`src/rtl/pio_timing_gen.sv`:
```
module pio_timing_gen (
  input  logic       clk,
  input  logic       rst_n,
  input  logic       cfg_we,
  input  logic [2:0] cfg_addr,
  input  logic [7:0] cfg_wdata,
  input  logic       req,
  input  logic       req_write,
  input  logic       req_drive,
  output logic       busy,
  output logic       addr_en,
  output logic       rd_strobe,
  output logic       wr_strobe,
  output logic       done,
  output logic       cyc_drive
);

  localparam logic [2:0] A_RD   = 3'd0;
  localparam logic [2:0] A_WR   = 3'd1;
  localparam logic [2:0] A_MISC = 3'd6;

  typedef enum logic [2:0] {S_IDLE, S_SETUP, S_PULSE, S_RECOV, S_DONE} st_t;

  st_t        st;
  logic [7:0] rd_tim  [2];
  logic [7:0] wr_tim  [2];
  logic [1:0] setup_q [2];
  logic       prog_idx;
  logic       pend_v, pend_wr, pend_drv;
  logic [3:0] cnt, lat_pulse, lat_rec;
  logic       lat_wr, lat_drv;

  wire       start = (st == S_IDLE) && (pend_v || req);
  wire       s_wr  = pend_v ? pend_wr  : req_write;
  wire       s_drv = pend_v ? pend_drv : req_drive;
  wire [7:0] s_tim = s_wr ? wr_tim[s_drv] : rd_tim[s_drv];

  always_ff @(posedge clk) begin
    if (!rst_n) begin
      for (int i = 0; i < 2; i++) begin
        rd_tim[i]  <= 8'hFF;
        wr_tim[i]  <= 8'hFF;
        setup_q[i] <= 2'd3;
      end
      prog_idx <= 1'b0;
    end else if (cfg_we) begin
      case (cfg_addr)
        A_RD:   rd_tim[prog_idx] <= cfg_wdata;
        A_WR:   wr_tim[prog_idx] <= cfg_wdata;
        A_MISC: begin
          prog_idx             <= cfg_wdata[0];
          setup_q[cfg_wdata[0]] <= cfg_wdata[5:4];
        end
        default: ;
      endcase
    end
  end

  always_ff @(posedge clk) begin
    if (!rst_n) begin
      pend_v   <= 1'b0;
      pend_wr  <= 1'b0;
      pend_drv <= 1'b0;
    end else if (req && st != S_IDLE) begin
      pend_v   <= 1'b1;
      pend_wr  <= req_write;
      pend_drv <= req_drive;
    end else if (start) begin
      pend_v <= 1'b0;
    end
  end

  always_ff @(posedge clk) begin
    if (!rst_n) begin
      st        <= S_IDLE;
      cnt       <= '0;
      lat_pulse <= '0;
      lat_rec   <= '0;
      lat_wr    <= 1'b0;
      lat_drv   <= 1'b0;
    end else begin
      case (st)
        S_IDLE: if (start) begin
          st        <= S_SETUP;
          cnt       <= {2'b00, setup_q[s_drv]};
          lat_pulse <= s_tim[7:4];
          lat_rec   <= s_tim[3:0];
          lat_wr    <= s_wr;
          lat_drv   <= s_drv;
        end
        S_SETUP: if (cnt == 0) begin
          st  <= S_PULSE;
          cnt <= lat_pulse;
        end else cnt <= cnt - 4'd1;
        S_PULSE: if (cnt == 0) begin
          if (lat_rec == 0) st <= S_DONE;
          else begin
            st  <= S_RECOV;
            cnt <= lat_rec - 4'd1;
          end
        end else cnt <= cnt - 4'd1;
        S_RECOV: if (cnt == 0) st <= S_DONE;
                 else cnt <= cnt - 4'd1;
        default: st <= S_IDLE;
      endcase
    end
  end

  assign addr_en   = (st == S_SETUP) || (st == S_PULSE) || (st == S_RECOV);
  assign rd_strobe = (st == S_PULSE) && !lat_wr;
  assign wr_strobe = (st == S_PULSE) && lat_wr;
  assign done      = (st == S_DONE);
  assign busy      = (st != S_IDLE) || pend_v;
  assign cyc_drive = lat_drv;

  a_r2_strobe_excl: assert property (@(posedge clk) disable iff (!rst_n)
    !(rd_strobe && wr_strobe));
  a_r2_strobe_in_addr: assert property (@(posedge clk) disable iff (!rst_n)
    (rd_strobe || wr_strobe) |-> addr_en);
  a_r2_done_single: assert property (@(posedge clk) disable iff (!rst_n)
    done |=> !done);
  a_r2_done_no_addr: assert property (@(posedge clk) disable iff (!rst_n)
    done |-> !addr_en);
  a_r8_busy_cover: assert property (@(posedge clk) disable iff (!rst_n)
    (addr_en || done) |-> busy);
  a_r7_dir_stable: assert property (@(posedge clk) disable iff (!rst_n)
    (addr_en && $past(addr_en)) |-> ($stable(cyc_drive) && $stable(lat_wr)));

endmodule

```
`config.mk`:
```
export PLATFORM = sky130hd
export DESIGN_NAME = pio_timing_gen
export DESIGN_NICKNAME = d
export VERILOG_FILES = /design/src/rtl/pio_timing_gen.sv
export SDC_FILE = /design/constraint.sdc
export NUM_CORES = 1
export LEC_CHECK = 0
export ABC_AREA = 1
export BUFFER_PORTS_ARGS = -buffer_cell sky130_fd_sc_hd__buf_2
export CORE_MARGIN = 2
export CORE_UTILIZATION = 59
export DETAILED_ROUTE_END_ITERATION = 16
export PLACE_DENSITY = 0.89
export SYNTH_ARGS = -nofsm -noshare
export SYNTH_HDL_FRONTEND = slang
export SYNTH_SLANG_ARGS = --single-unit
export TNS_END_PERCENT = 20
```
`constraint.sdc`:
```
create_clock -name clk -period 1.7 [get_ports clk]
set_input_delay 0.34 -clock clk [delete_from_list [all_inputs] [get_ports clk]]
set_output_delay 0.34 -clock clk [all_outputs]
set_load 0.05 [all_outputs]
```
[Word-level counts from Yosys, hierarchy flattened]
Memories as Yosys holds them, arrays and structs flattened.
Index checks and enable logic that the tools add are counted.
Word-level totals
  memories: 3
  bits of input ports: 17
  ROM bits: 0
  latch bits: 0
  output and inout port bits: 6
  register bits: 21
  logic and storage cells: 89
  bits in writable memories: 36
Operators by class
  add/sub/neg operators: 2
  reduce and logical (&&, ||, !) cells: 23
  magnitude comparators: 0
  shift-type cells: 0
  equality and inequality tests: 12
  bitwise logic cells: 0
  $mul: 0
  divide/modulo/power cells: 0
  mux-type cells: 39
Memories
  rd_tim: words 2, width 8, read ports 1, clocked after Yosys merged registers in 0, write ports 2, line 25  | logic [7:0] rd_tim [2];
  wr_tim: words 2, width 8, read ports 1, clocked after Yosys merged registers in 0, write ports 2, line 26  | logic [7:0] wr_tim [2];
  setup_q: words 2, width 2, read ports 1, clocked after Yosys merged registers in 0, write ports 2, line 27  | logic [1:0] setup_q [2];
Operators with widths (number)
  $mux 8: 3
  $mux 1: 23
  $mux 4: 5
  $pmux 4 s4: 1
  $reduce_or 8->1: 2
  $mux 3: 5
  $pmux 3 s4: 1
  $ne 2x2->1 const B: 5
  $logic_not 4->1: 2
  $reduce_and 4->1: 2
  $sub 4x1->4 const B: 2
  $eq 3x1->1 const B: 2
  $eq 3x2->1 const B: 2
  $eq 3x3->1 const B: 2
  $logic_not 3->1: 2
  $logic_and 1x1->1: 4
  $logic_or 1x1->1: 4
  $reduce_and 2->1: 2
  $reduce_bool 4->1: 1
  $ne 3x3->1 const B: 1
  $reduce_bool 3->1: 1
  $mux 2: 1
  $reduce_bool 2->1: 1
  $reduce_or 2->1: 1
  $logic_not 1->1: 1

[Depth between registers and ports, before layout]
  depth after elaboration: 7
  mapped depth: 10
  depth with buffers taken out: 10

[Worst setup path after synthesis]
Ideal clock, no wire load.
  kind: flip-flop to output port
  from: register st[2]
  to: output port rd_strobe
  buffers on the path: 0
  cell stages (with the launch flop): 6
  slack: -0.095 ns
  required time: 1.360 ns
  arrival time: 1.455 ns
  cell sequence: dfxtp_1 -> inv_1 -> nand2_1 -> nor2_1 -> inv_1 -> nor2_1
Between the ends
  word-level cells in the longest chain between the ends: 2
Ends and longest elaborated chain
  start: declaration: line 24  | st_t st;
  start signal: assignment: line 75  | st <= S_IDLE;
  start signal: assignment: line 84  | st <= S_SETUP;
  start signal: assignment: line 92  | st <= S_PULSE;
  $eq 3x2->1: line 110  | assign rd_strobe = (st == S_PULSE) && !lat_wr;
  $logic_and 1x1->1: line 110
  end: declaration: line 12  | output logic rd_strobe,
Every way passes these cells.

[Final worst setup path]
  from: register st[0]
  to: output port busy
Between the ends
  word-level cells in the longest chain between the ends: 2
Ends and longest elaborated chain
  $reduce_bool 3->1: line 113  | assign busy = (st != S_IDLE) || pend_v;
  $logic_or 1x1->1: line 113
  end: declaration: line 10  | output logic busy,
Every way passes these cells.

==> results by group <==
Floorplanning
  • I/O Pins: 23
  • Chip height: 72.7 um
  • Die width: 72.7 um
  • Core area: 4440 um^2
  • Starting Density: 0.627
  • Num rows: 24
  • Full die area: 5290 um^2

Detailed routing
  • Drt via density: 5.23
  • First drt pass iteration count: 4
  • Number of DRC markers in iteration 0: 112
  • # DRC: 0
  • Routed via count: 2,285
  • Post-route ant nets: 0
  • WL/cell: 13.0 um
  • Final WL: 5690 um

Clocking
  • Number of H-tree levels: 3
  • CTS tree: yes
  • CTS Sinks: 57
  • Clock transition at path regs: 70 ps
  • Clock latency on the worst-skew pair: 340 ps
  • Hold buffers post-CTS: 0
  • Root buf cell: clkbuf_8
  • Postcts setup bufs: 0
  • CTS buffer count: 9
  • Clock tree buffer depth: 2

Synthesis
  • Yosys reg bits: 57
  • Synth Cell Area: 2790 um^2
  • Sequential share of the synthesized area: 0.539
  • Synth Area per Inst: 8.26 um^2
  • Mapped Cells: 337
  • Syn_nets: 358
  • Synth cell types: 24
  • Ys Warns: 0

Worst setup path
  • Crit-path max FO: 7
  • Crit. End Element: primary output
  • Crit path from: st[0]
  • Highest-delay cell along the critical path: dfxtp_1
  • CP startpoint kind: register
  • CP cell instances: nor2_2, nand2_1, inv_2, nand2_1, buf_2
  • Kind of critical path: register to primary output
  • Crit path max-delay family: flip-flops
  • Slowest stage delay, CP: 350 ps
  • Worst path required time: 1360 ps
  • WP buf/inv: 2
  • Data arrival, critical path: 1370 ps
  • Most used cell, CP: nand2_1
  • R2R Path Start: pend_v

STA
  • Setup TNS: -12.4 ps
  • Fin crit share: 1.01
  • Setup ws final: -12.4 ps
  • Rel. slew slack: 0.549
  • Max Freq: 0.584 GHz
  • RSZ-0062 raised after global routing: true
  • Endpoints failing hold: 0
  • Count of final setup violators: 1
  • Crit path time final: 1710 ps
  • Max-slew violation count: 0
  • Clk_skew: 5.83 ps
  • Worst-margin pin slew: 676 ps

Placement
  • Cells after DPL: 421
  • DP HPWL: 4160 um
  • Area of placed instances: 3040 um^2
  • Final Wtd Congestion: 0.892
  • I/O Buffers: 22

Final layout
  • Commonest non-fill, non-tap cell in the layout: nand2_1
  • Most frequent cells in the layout: nand2_1, inv_1, edfxtp_1
  • Syn-to-layout area delta: 16.4%
  • Final net count: 401
  • Post-route design area: 3240 um^2
  • N_diodes: 0
  • Non-Filler Instances: 437
  • # fillers: 344
  • Layout cells sized above 1: 0.203

GRT
  • Remaining Overflow, GRT: 0
  • Vias in the first global route: 2,079
  • Global-route wire length before repair: 9340 um
  • Pin count of the biggest net entering global routing: 20
  • Initial antenna violation count: 0
  • Global Route Usage Sum: 0.242

Power
  • LEAKAGE: 0.00134 uW
  • Pwr Total: 4690 uW
  • Peak VDD IR: 0.830 mV
  • Pwr/cell area: 1450 nW/um^2

Hold path
  • Worst hold start: req_drive
  • Min-Delay Path Class: primary input to register

Outcome
  • Outcome: complete, but fails checks
  • Failing checks: negative setup slack

Flow run
  • Max-Cap Viols: 0
cells by family after synthesis:
logic type,share of synthesized area
buf+inv,0.0804
xor+xnor,0.00944
compound gates,0.115
flops,0.539
simple gates,0.238
fa+ha+maj,0.0180
Yosys cell counts, drive strengths merged:
cell type,instances,share of area
a21oi,18,0.032
buf,5,0.014
clkbuf,1,0.0013
dfxtp,21,0.15
edfxtp,36,0.39
ha,4,0.018
inv,48,0.065
nand2,93,0.13
nand3,13,0.023
nand4,1,0.0022
nor2,37,0.051
nor3,8,0.014
o211ai,9,0.024
o21ai,31,0.058
or2,9,0.020
xor2,3,0.0094
per-layer routing:
metal / GRT usage / part of all wire / vias to the layer above
met5: 0 / 0 / -
met2: 0.400 / 0.49 / 59
met4: 0.103 / 0.022 / 0
li1: - / - / 1183
met3: 0.0856 / 0.051 / 13
met1: 0.285 / 0.44 / 1030
worst paths after layout:
check                      end  slack [ps]  cells after the start
setup reg to reg  lat_pulse[0]         190                      8
hold reg to reg         cnt[3]         470                      2
setup / recovery          busy         -10                      5
hold / removal        pend_drv         250                      3
power breakdown:
part	total (uW)	internal (uW)	switching [uW]	leakage (uW)
logic	1810	600	1210	0.000775
clock network	1090	529	566	0.0000785
registers	1790	1670	118	0.000483
final cells by class:
class                   count  area, um^2  area share
inverters                  48         180      0.0556
repair buffers             38         245      0.0757
clock buffers              10         128      0.0394
multi-input cells         226        1070       0.332
well taps                  52        65.1      0.0201
clock inverters             6        45.0      0.0139
flip-flops and latches     57        1500       0.464
registers in the layout, indices dropped and copies added (netlist names):
name,cells
rd_tim,16
wr_tim,16
cnt,4
lat_pulse,4
lat_rec,4
setup_q,4
st,3
cyc_drive,1
lat_wr,1
pend_drv,1
pend_v,1
pend_wr,1
prog_idx,1
worst min-delay path, delay by kind of cell:
| kind | cells | cell delay (ps) |
|---|---|---|
| AO/OA/AOI/OAI | 1 | 60 |
| buffers and inverters | 2 | 160 |
through the flow:
stage	worst slack, ps	hold slack, ps	utilization
2_1_floorplan	-94.9	444	-
3_3_place_gp	151	454	0.683
4_1_cts	-45.1	240	0.726
3_5_place_dp	68.5	459	0.683
5_1_grt	-102	260	0.729
6_report	-12.4	247	0.729
what timing repair did:
action                                 CTS  global route
setup endpoints to repair                4             6
cloned                                   0             0
resized for setup                        8             6
pin swaps                                0             0
endpoints found under the hold margin    0             0
(Power assumes the default switching activity.)
